==> src/rtl/twi_mend_pkg.sv <==
package twi_mend_pkg;

  typedef enum logic [2:0] {
    SEQ_TOGGLE   = 3'd0,
    SEQ_STOP_LOW = 3'd1,
    SEQ_STOP_CLK = 3'd2,
    SEQ_STOP_REL = 3'd3,
    SEQ_DONE     = 3'd4
  } seq_state_t;

endpackage

==> src/rtl/twi_half_timer.sv <==
module twi_half_timer #(
  parameter int HALF_CYCLES = 4
) (
  input  logic clk,
  input  logic restart,
  output logic tick
);
  localparam int CW = (HALF_CYCLES > 2) ? $clog2(HALF_CYCLES) : 1;
  localparam logic [CW-1:0] LAST = CW'(HALF_CYCLES - 1);

  logic [CW-1:0] cnt;

  always_ff @(posedge clk) begin
    if (restart)
      cnt <= '0;
    else if (cnt == LAST)
      cnt <= '0;
    else
      cnt <= cnt + 1'b1;
  end

  assign tick = (cnt == LAST);
endmodule

==> src/rtl/twi_recovery_seq.sv <==
module twi_recovery_seq
  import twi_mend_pkg::*;
#(
  parameter int TOGGLES = 9
) (
  input  logic clk,
  input  logic rst,
  input  logic restart,
  input  logic tick,
  input  logic sda_ret,
  output logic rec_sda,
  output logic rec_scl,
  output logic done,
  output logic fault
);
  localparam int TW = $clog2(TOGGLES + 1);
  localparam logic [TW-1:0] TLAST = TW'(TOGGLES - 1);

  seq_state_t    state;
  logic          phase_hi;
  logic [TW-1:0] tcnt;

  always_ff @(posedge clk) begin
    if (restart) begin
      state    <= SEQ_TOGGLE;
      phase_hi <= 1'b0;
      tcnt     <= '0;
    end else if (tick) begin
      case (state)
        SEQ_TOGGLE: begin
          if (!phase_hi) begin
            phase_hi <= 1'b1;
          end else begin
            phase_hi <= 1'b0;
            if (tcnt == TLAST)
              state <= SEQ_STOP_LOW;
            else
              tcnt <= tcnt + 1'b1;
          end
        end
        SEQ_STOP_LOW: state <= SEQ_STOP_CLK;
        SEQ_STOP_CLK: state <= SEQ_STOP_REL;
        SEQ_STOP_REL: state <= SEQ_DONE;
        default:      state <= SEQ_DONE;
      endcase
    end
  end

  always_ff @(posedge clk) begin
    if (rst)
      fault <= 1'b0;
    else if (!restart && tick && state == SEQ_STOP_REL && !sda_ret)
      fault <= 1'b1;
  end

  always_comb begin
    case (state)
      SEQ_TOGGLE:   begin rec_sda = phase_hi; rec_scl = phase_hi; end
      SEQ_STOP_LOW: begin rec_sda = 1'b0;     rec_scl = 1'b0;     end
      SEQ_STOP_CLK: begin rec_sda = 1'b0;     rec_scl = 1'b1;     end
      default:      begin rec_sda = 1'b1;     rec_scl = 1'b1;     end
    endcase
  end

  assign done = (state == SEQ_DONE);
endmodule

==> src/rtl/twi_line_merge.sv <==
module twi_line_merge (
  input  logic clk,
  input  logic rst,
  input  logic done,
  input  logic rec_sda,
  input  logic rec_scl,
  input  logic core_sda_o,
  input  logic core_sda_t,
  input  logic core_scl_o,
  input  logic core_scl_t,
  input  logic pin_sda_in,
  input  logic aux_sda_i,
  output logic pin_sda_out,
  output logic pin_scl_out,
  output logic core_sda_i,
  output logic core_scl_i,
  output logic ready
);
  logic sda_drive, scl_drive, sda_back;

  always_comb begin
    sda_drive = core_sda_o | core_sda_t;
    scl_drive = core_scl_o | core_scl_t;
    sda_back  = pin_sda_in & aux_sda_i;
  end

  always_ff @(posedge clk) begin
    if (rst) begin
      pin_sda_out <= 1'b1;
      pin_scl_out <= 1'b1;
      core_sda_i  <= 1'b1;
      core_scl_i  <= 1'b1;
      ready       <= 1'b0;
    end else begin
      ready       <= done;
      pin_sda_out <= done ? sda_drive : rec_sda;
      pin_scl_out <= done ? scl_drive : rec_scl;
      core_sda_i  <= done ? sda_back  : 1'b1;
      core_scl_i  <= done ? scl_drive : 1'b1;
    end
  end
endmodule

==> src/rtl/twi_line_mender.sv <==
module twi_line_mender #(
  parameter int TOGGLES     = 9,
  parameter int HALF_CYCLES = 4
) (
  input  logic clk,
  input  logic rst,
  input  logic recover_req,
  input  logic core_sda_o,
  input  logic core_sda_t,
  input  logic core_scl_o,
  input  logic core_scl_t,
  output logic core_sda_i,
  output logic core_scl_i,
  input  logic aux_sda_i,
  output logic pin_sda_out,
  output logic pin_scl_out,
  input  logic pin_sda_in,
  output logic ready,
  output logic fault
);
  logic restart, tick, done, rec_sda, rec_scl, sda_ret;

  assign restart = rst | recover_req;
  assign sda_ret = pin_sda_in & aux_sda_i;

  twi_half_timer #(.HALF_CYCLES(HALF_CYCLES)) u_timer (
    .clk     (clk),
    .restart (restart),
    .tick    (tick)
  );

  twi_recovery_seq #(.TOGGLES(TOGGLES)) u_seq (
    .clk     (clk),
    .rst     (rst),
    .restart (restart),
    .tick    (tick),
    .sda_ret (sda_ret),
    .rec_sda (rec_sda),
    .rec_scl (rec_scl),
    .done    (done),
    .fault   (fault)
  );

  twi_line_merge u_merge (
    .clk         (clk),
    .rst         (rst),
    .done        (done),
    .rec_sda     (rec_sda),
    .rec_scl     (rec_scl),
    .core_sda_o  (core_sda_o),
    .core_sda_t  (core_sda_t),
    .core_scl_o  (core_scl_o),
    .core_scl_t  (core_scl_t),
    .pin_sda_in  (pin_sda_in),
    .aux_sda_i   (aux_sda_i),
    .pin_sda_out (pin_sda_out),
    .pin_scl_out (pin_scl_out),
    .core_sda_i  (core_sda_i),
    .core_scl_i  (core_scl_i),
    .ready       (ready)
  );
endmodule

==> config.mk <==
export PLATFORM = sky130hd
export DESIGN_NAME = twi_line_mender
export DESIGN_NICKNAME = d
export VERILOG_FILES = /design/src/rtl/twi_mend_pkg.sv /design/src/rtl/twi_half_timer.sv /design/src/rtl/twi_recovery_seq.sv /design/src/rtl/twi_line_merge.sv /design/src/rtl/twi_line_mender.sv
export SDC_FILE = /design/constraint.sdc
export NUM_CORES = 1
export LEC_CHECK = 0
export BUFFER_PORTS_ARGS = -buffer_cell sky130_fd_sc_hd__buf_2
export CAP_MARGIN = 20
export CORE_AREA = 2 2 39 41
export CTS_BUF_LIST = sky130_fd_sc_hd__clkbuf_8
export DETAILED_ROUTE_END_ITERATION = 12
export DIE_AREA = 0 0 41 43
export PLACE_DENSITY = 0.87
export SLEW_MARGIN = 20
export SYNTH_ARGS = -nofsm -noshare
export SYNTH_HDL_FRONTEND = slang
export SYNTH_SLANG_ARGS = --single-unit
==> constraint.sdc <==
create_clock -name clk -period 5.14 [get_ports clk]
set_input_delay 1.028 -clock clk [delete_from_list [all_inputs] [get_ports clk]]
set_output_delay 1.028 -clock clk [all_outputs]
set_load 0.02 [all_outputs]
; Word level (Yosys, flattened, before mapping)
; Index checks and enable logic that the tools add are counted.
[totals]
reg_bits = 16
latchBits = 0
ram_bits = 0
mem_bits_ro = 0
output_inout_bits = 6
elab_cells = 46
memories = 0
[op_classes]
addsub = 2
multipliers = 0
n_div = 0
n_lt_le_gt_ge = 0
eq_ne = 8
shift = 0
mux = 8
bitwise_logic = 6
reduce_logical = 12
[op_table]
columns = operator, n
row1 = 3-bit case mux with 3 select lines, 1
row2 = "3-bit by 2-bit equality test with 1-bit output, second input constant", 2
row3 = 3-bit two-way mux, 2
row4 = 2-bit OR reduction, 3
row5 = "4-bit by 1-bit adder with 4-bit output, second input constant", 1
row6 = "4-bit equality test, second input constant", 1
row7 = "2-bit by 1-bit inequality test with 1-bit output, second input constant", 2
row8 = 1-bit case mux with 2 select lines, 2
row9 = 4-bit AND reduction, 1
row10 = "3-bit by 1-bit equality test with 1-bit output, second input constant", 1
row11 = "3-bit equality test, second input constant", 1
row12 = 1-bit logical AND, 3
row13 = 3-bit zero test, 1
row14 = 1-bit two-way mux, 3
row15 = 1-bit bitwise OR, 3
row16 = 3-bit AND reduction, 1
row17 = "2-bit by 1-bit adder with 2-bit output, second input constant", 1
row18 = "2-bit equality test, second input constant", 1
row19 = 1-bit zero test, 2
row20 = 1-bit inverter, 2
row21 = 2-bit AND reduction, 1
row22 = 1-bit bitwise AND, 1

; Depth between registers and ports, before layout
; Gate-level depths: netlist of the first run.
[depth]
word_depth = 5
ltp_mapped = 5
depth_no_buf = 5

; Hierarchy
; From an unflattened synthesis of the first run, not the netlist that was laid out.
[hier_totals]
cells_unflattened = 79
area_unflattened_um2 = 729.4
[by_module_without_submodules]
columns = mod, n_inst, cells_each, area_per_inst_um2
row1 = twi_recovery_seq, 1, 57, 489.2
row2 = twi_line_merge, 1, 15, 152.6
row3 = twi_half_timer, 1, 5, 75.1
row4 = twi_line_mender, 1, 2, 12.5

; Worst setup path before layout of the first run
; OpenSTA, ideal clock, no wires.
[synth_timing]
path_type = input to register
start = in core_sda_t
end = reg u_merge.pin_sda_out
setup_time_ns = 0.119
arrival_ns = 1.843
t_required_ns = 5.021
setup_slack_ns = 3.178
stages = 3
cell_sequence = or4b_2 > a21oi_1 > o21bai_1
[synth_via]
elab_chain_cells = 2
[synth_rtl]
columns = item, line
row1 = from (decl), twi_line_mender.sv:9  ; input logic core_sda_t,
row2 = 1-bit bitwise OR, twi_line_merge.sv:22  ; sda_drive = core_sda_o | core_sda_t;
row3 = 1-bit two-way mux, twi_line_merge.sv:36  ; pin_sda_out <= done ? sda_drive : rec_sda;
row4 = to (signal assigned), twi_line_merge.sv:36
row5 = to (decl), twi_line_merge.sv:13  ; output logic pin_sda_out,
; Every way passes these cells.
; A chain may end at the register's enable or synchronous reset.

; Worst setup path in the final report of the first run
; Ends and elaborated chain as after synthesis.

==> impl_metrics.yaml, run 1 <==
power:
  p_total_mw: 0.2267
  leakagePower_nw: 0.3249
  power_density_nw_per_um2: 268.0
  vdd_drop_max_mv: 0.1193
drt:
  ant_nets: 0
  drc_errors: 0
  dr_total_vias: 614
  drt_wl_total_um: 1442
  drt-pass1-iter-count: 4
  drt_iter0_markers: 9
  vias_per_cell: 5.738
  wire_per_inst_um: 13.48
die:
  core_area_um2: 1384
  dieArea_um2: 1763
  initial_core_util_pct: 53.71
  dieHeight_um: 43
  rows: 14
  die_width_um: 41
  io-pin-count: 15
placed_design:
  pre_cts_ws_ns: 3.044
  dpl.hpwl_um: 1074
  gp_congestion: 0.7793
  place_area_um2: 804.5
  dp.cells: 104
  io_buffers: 14
critical_path:
  arrival_ns: 1.96
  endpoint_kind: "register"
  worstPathRequired_ns: 5.27
  cp_max_fo: 1
  reg2reg_to: "u_seq.tcnt[3]"
  r2r-start: "u_timer.cnt[0]"
  reg2reg_depth: 4
  r2r_setup_slack_ns: 3.42
  start_kind: "primary input"
  startpoint: "core_sda_t"
  criticalPathCategory: "primary input to register"
sta:
  slew_viol_final: 0
  layout_setup_ws_ns: 3.307
  fin_crit_sh_pct: 35.66
  skew_ns: 0.004455
  rsz0062_at_grt: "no"
  fin_setup_tns_ns: 0
  final-hold-violation-count: 0
  worstMarginPinSlew_ns: 0.6863
  max_slew_margin_pct: 53.60
  whs_ns: 0.4340
  fmax_ghz: 0.5456
  period_needed_ns: 1.833
  finalSetupViolCount: 0
hold_path:
  worstHoldEndpoint: "u_timer.cnt[0]"
  hold_depth: 1
  hold_class: "register to register"
  hp-start: "u_timer.cnt[0]"
synthesis:
  synthArstFlopShare_pct: 0
  synth_area_leaders: "dfxtp_1 (43%), ha_1 (5.1%), a21oi_1 (4.0%), nor2_1 (3.5%), nand2_1 (3.0%)"
  ys_seq_area_share_pct: 43.10
  synthDistinctLibCells: 34
  ys.flop_type: "dfxtp_1"
  synth_seq_cells: 16
  yosysMostFrequentCell: "dfxtp_1"
  syn_nets: 91
  synth_top_area_share_pct: 43.10
  synth_commonest_cells: "dfxtp_1 (16), nor2_1 (7), a21oi_1 (6), nand2_1 (6), inv_1 (4)"
  synth_edf_count: 0
  avgSynthCellArea_um2: 9.408
  netlist_instances: 79
  synth.cell_area_um2: 743.2
  synth_warnings: 0
  synth.largest_area_cell: "dfxtp_1"
clock_tree:
  clock-sinks: 16
  clk_pin_slew_worst_paths_ns: 0.06
  cts_buffer_depth: 2
  cts-buffers-inserted: 3
  postCtsHoldBufs: 0
  cts_tree: "built"
  cts-resized-gates: 0
  cts_htree_levels: 1
  clock_latency_ns: 0.24
  cts_setup_buffers: 0
  root_buffer: "clkbuf_8"
final_layout:
  nNetsFinal: 105
  final_core_util_pct: 61.12
  diodes: 0
  final_area_um2: 845.8
  layout.cells.non_filler: 107
  post_route_cells_drive_above_1_share_pct: 24.18
  nFillCells: 123
  syn2layout_area_growth_pct: 13.80
global_routing:
  grt_pass1_vias: 562
  grt-ovfl-total: 0
  grt_max_degree: 15
  grt_usage_pct: 19.33
  antenna_found_initial: 0
  grt_pass1_wl_um: 2359
job:
  maxCapViolCount: 0
run_status:
  status: "finished, final reports clean"
-- worst max-delay path, cell delays in order --
cell and delay [ns]:
buf_2 0.09, or4b_2 0.62, a21oi_1 0.14, o21bai_1 0.08
-- layer usage --
layer	routed length, um	global-route usage, %	part of all wire, %	vias to the layer above
met5	0	0	0	-
met4	0	8.000	0	0
met3	30	4.712	2.1	0
met2	719	30.31	50	5
met1	692	24.09	48	296
li1	-	-	-	313
-- sequential cells by signal (all words and copies together) (netlist names) --
| name | count |
|---|---|
| u_seq.tcnt | 4 |
| u_seq.state | 3 |
| u_timer.cnt | 2 |
| u_merge.core_scl_i | 1 |
| u_merge.core_sda_i | 1 |
| u_merge.pin_scl_out | 1 |
| u_merge.pin_sda_out | 1 |
| u_merge.ready | 1 |
| u_seq.fault | 1 |
| u_seq.phase_hi | 1 |
-- cell type report --
type | instances | area [um^2] | area share, %
timing repair buffer | 14 | 70.07 | 8.284
clock buffer | 3 | 41.29 | 4.882
inverter | 4 | 15.01 | 1.775
sequential | 16 | 320.3 | 37.87
tap | 16 | 20.02 | 2.367
multi-input combinational | 54 | 379.1 | 44.82
-- report_power, final --
group	switching, mW	leakage, nW	total, mW	internal [mW]
Clock	0.0372	0.0216	0.0890	0.0518
Combinational	0.00625	0.173	0.0115	0.00521
Sequential	0.000547	0.130	0.126	0.126
-- layout by cell type (no fill, tap or decap), types with 2 or more instances in the layout --
cell      synthesis  final
ha_1              3      3
buf_2             1     14
nand3b_1          2      2
a21oi_1           6      6
inv_1             4      4
a211oi_1          2      2
dfxtp_1          16     16
nor4b_1           2      2
o31ai_1           2      2
or3_1             2      2
nor2_1            7      7
clkbuf_8          0      3
nand2b_1          2      2
nand4_1           3      3
nand2_1           6      6
-- how the worst max path moves through the flow --
stage                                endpoint  slack [ns]  cells after the start
after floorplan           u_merge.pin_sda_out        3.18                      3
after global placement    u_merge.pin_sda_out        3.08                      4
after detailed placement  u_merge.pin_sda_out        3.04                      4
after CTS                 u_merge.pin_sda_out        3.30                      4
after global routing      u_merge.pin_scl_out        3.22                      4
final                     u_merge.pin_sda_out        3.31                      4
-- cells by family after synthesis --
group | Yosys count | share of synthesized area, %
adder cells (fa/ha/maj) | 3 | 5.051
multiplexers | 1 | 1.347
AND/OR/NAND/NOR | 32 | 25.42
buffers and inverters | 9 | 5.891
flip-flops | 16 | 43.10
AO/OA/AOI/OAI | 18 | 19.19
Note: power is estimated with default switching activity, not from simulation.
==> run 2: changes to the inputs <==
CORE_AREA = unset   (was 2 2 39 41)
CORE_UTILIZATION = 55   (was unset)
DIE_AREA = unset   (was 0 0 41 43)
PLACE_DENSITY = 0.86   (was 0.87)
clock period = 1.8 ns   (was 5.14 ns; I/O delays follow)
==> impl_metrics.yaml, run 2 (same netlist as run 1, synthesis figures left out) <==
power:
  leakagePower_nw: 0.3358
  p_total_mw: 0.6532
  power_density_nw_per_um2: 761.0
  vdd_drop_max_mv: 0.5169
sta:
  fin_setup_tns_ns: 0
  period_needed_ns: 1.654
  worstMarginPinSlew_ns: 0.5017
  rsz0062_at_grt: "no"
  final-hold-violation-count: 0
  layout_setup_ws_ns: 0.1464
  fin_crit_sh_pct: 91.87
  max_slew_margin_pct: 66.08
  finalSetupViolCount: 0
  fmax_ghz: 0.6048
  slew_viol_final: 0
  skew_ns: 0.0005456
final_layout:
  layout_common_cells: "dfxtp_1 (16), buf_2 (14), nor2_1 (7)"
  post_route_cells_drive_above_1_share_pct: 25.81
  diodes: 0
  top_regs: "u_seq.tcnt: 4 flops, u_seq.state: 3 flops, u_timer.cnt: 2 flops"
  final_common_cell: "dfxtp_1"
  top_register: "u_seq.tcnt"
  seq_area_um2: 320.3
  multiInputGateArea_um2: 379.1
  nNetsFinal: 107
  largest_reg_flops: 4
  nFillCells: 89
  syn2layout_area_growth_pct: 15.49
clock_tree:
  cts-buffers-inserted: 3
  cts_tree: "built"
  root_buffer: "clkbuf_8"
  clk_pin_slew_worst_paths_ns: 0.06
  cts-resized-gates: 0
  cts_setup_buffers: 0
  clock_latency_ns: 0.24
  cts_htree_levels: 1
  postCtsHoldBufs: 0
  clock-sinks: 16
  cts_buffer_depth: 2
die:
  core_area_um2: 1186
  initial_core_util_pct: 62.66
  die_width_um: 38.76
  dieHeight_um: 38.76
  dieArea_um2: 1502
  io-pin-count: 15
  rows: 12
global_routing:
  antenna_found_initial: 0
  grt_pass1_vias: 565
  grt_max_degree: 15
  grt_pass1_wl_um: 2642
  grt_usage_pct: 26.42
  grt-ovfl-total: 0
drt:
  wire_per_inst_um: 15.75
  drc_errors: 0
  dr_total_vias: 668
  vias_per_cell: 6.243
  drt_wl_total_um: 1685
  drt-pass1-iter-count: 4
  ant_nets: 0
  drt_iter0_markers: 27
critical_path:
  endpoint_kind: "register"
  start_kind: "register"
  cp_max_fo: 14
  worstPathRequired_ns: 1.91
  criticalPathCategory: "register to register"
  arrival_ns: 1.77
placed_design:
  dpl.hpwl_um: 1080
  io_buffers: 14
  pre_cts_ws_ns: 0.2267
  gp_congestion: 0.8271
hold_path:
  hold_class: "primary input to register"
run_status:
  status: "finished, final reports clean"
job:
  maxCapViolCount: 0
run 2: cell types whose count changed in the layout (fill, tap and decap cells not counted):
cell and delta:
buf_4 +2
run 2: per-stage QoR:
stage / utilization [%] / cell area, um^2 / cells / hold WS (ns)
2_1_floorplan: - / 743.2 / 79 / 0.4084
3_5_place_dp: 68.88 / 817.0 / 104 / 0.4283
3_3_place_gp: 68.88 / 817.0 / 104 / 0.4135
5_1_grt: 72.36 / 858.3 / 107 / 0.3290
6_report: 72.36 / 858.3 / 107 / 0.3250
4_1_cts: 72.36 / 858.3 / 107 / 0.3249
run 2: worst paths after layout:
kind,startpoint,endpoint,slack (ns),cells after the start
worst max-delay path,u_seq.state[0],u_seq.tcnt[3],0.15,3
worst min-delay path,core_scl_o,u_merge.core_scl_i,0.33,3
worst max register to register,u_seq.state[0],u_seq.tcnt[3],0.15,3
worst min register to register,u_timer.cnt[0],u_timer.cnt[0],0.44,1
run 2: area by class of cell:
type | count | share of cell area, %
multi-input combinational | 54 | 44.17
tap | 14 | 2.041
inverter | 4 | 1.749
timing repair buffer | 16 | 9.913
sequential | 16 | 37.32
clock buffer | 3 | 4.810
run 2: power by group:
part           total (mW)  internal (mW)  switching (mW)
registers           0.361          0.359         0.00190
clock network       0.257          0.148           0.109
logic              0.0351         0.0154          0.0198
total               0.653          0.522           0.131
run 2: worst max-delay path, cell delays in order, from the launching register on:
cell and delay [ns]:
dfxtp_1 0.45, or4b_4 0.62, o311ai_2 0.32, o41ai_2 0.14
run 2: layer usage:
metal	routed length [um]	GRT usage [%]	up-vias
met5	0	0	-
met4	13	12.93	0
met3	79	3.468	4
met2	793	39.58	26
met1	798	36.79	314
li1	-	-	324
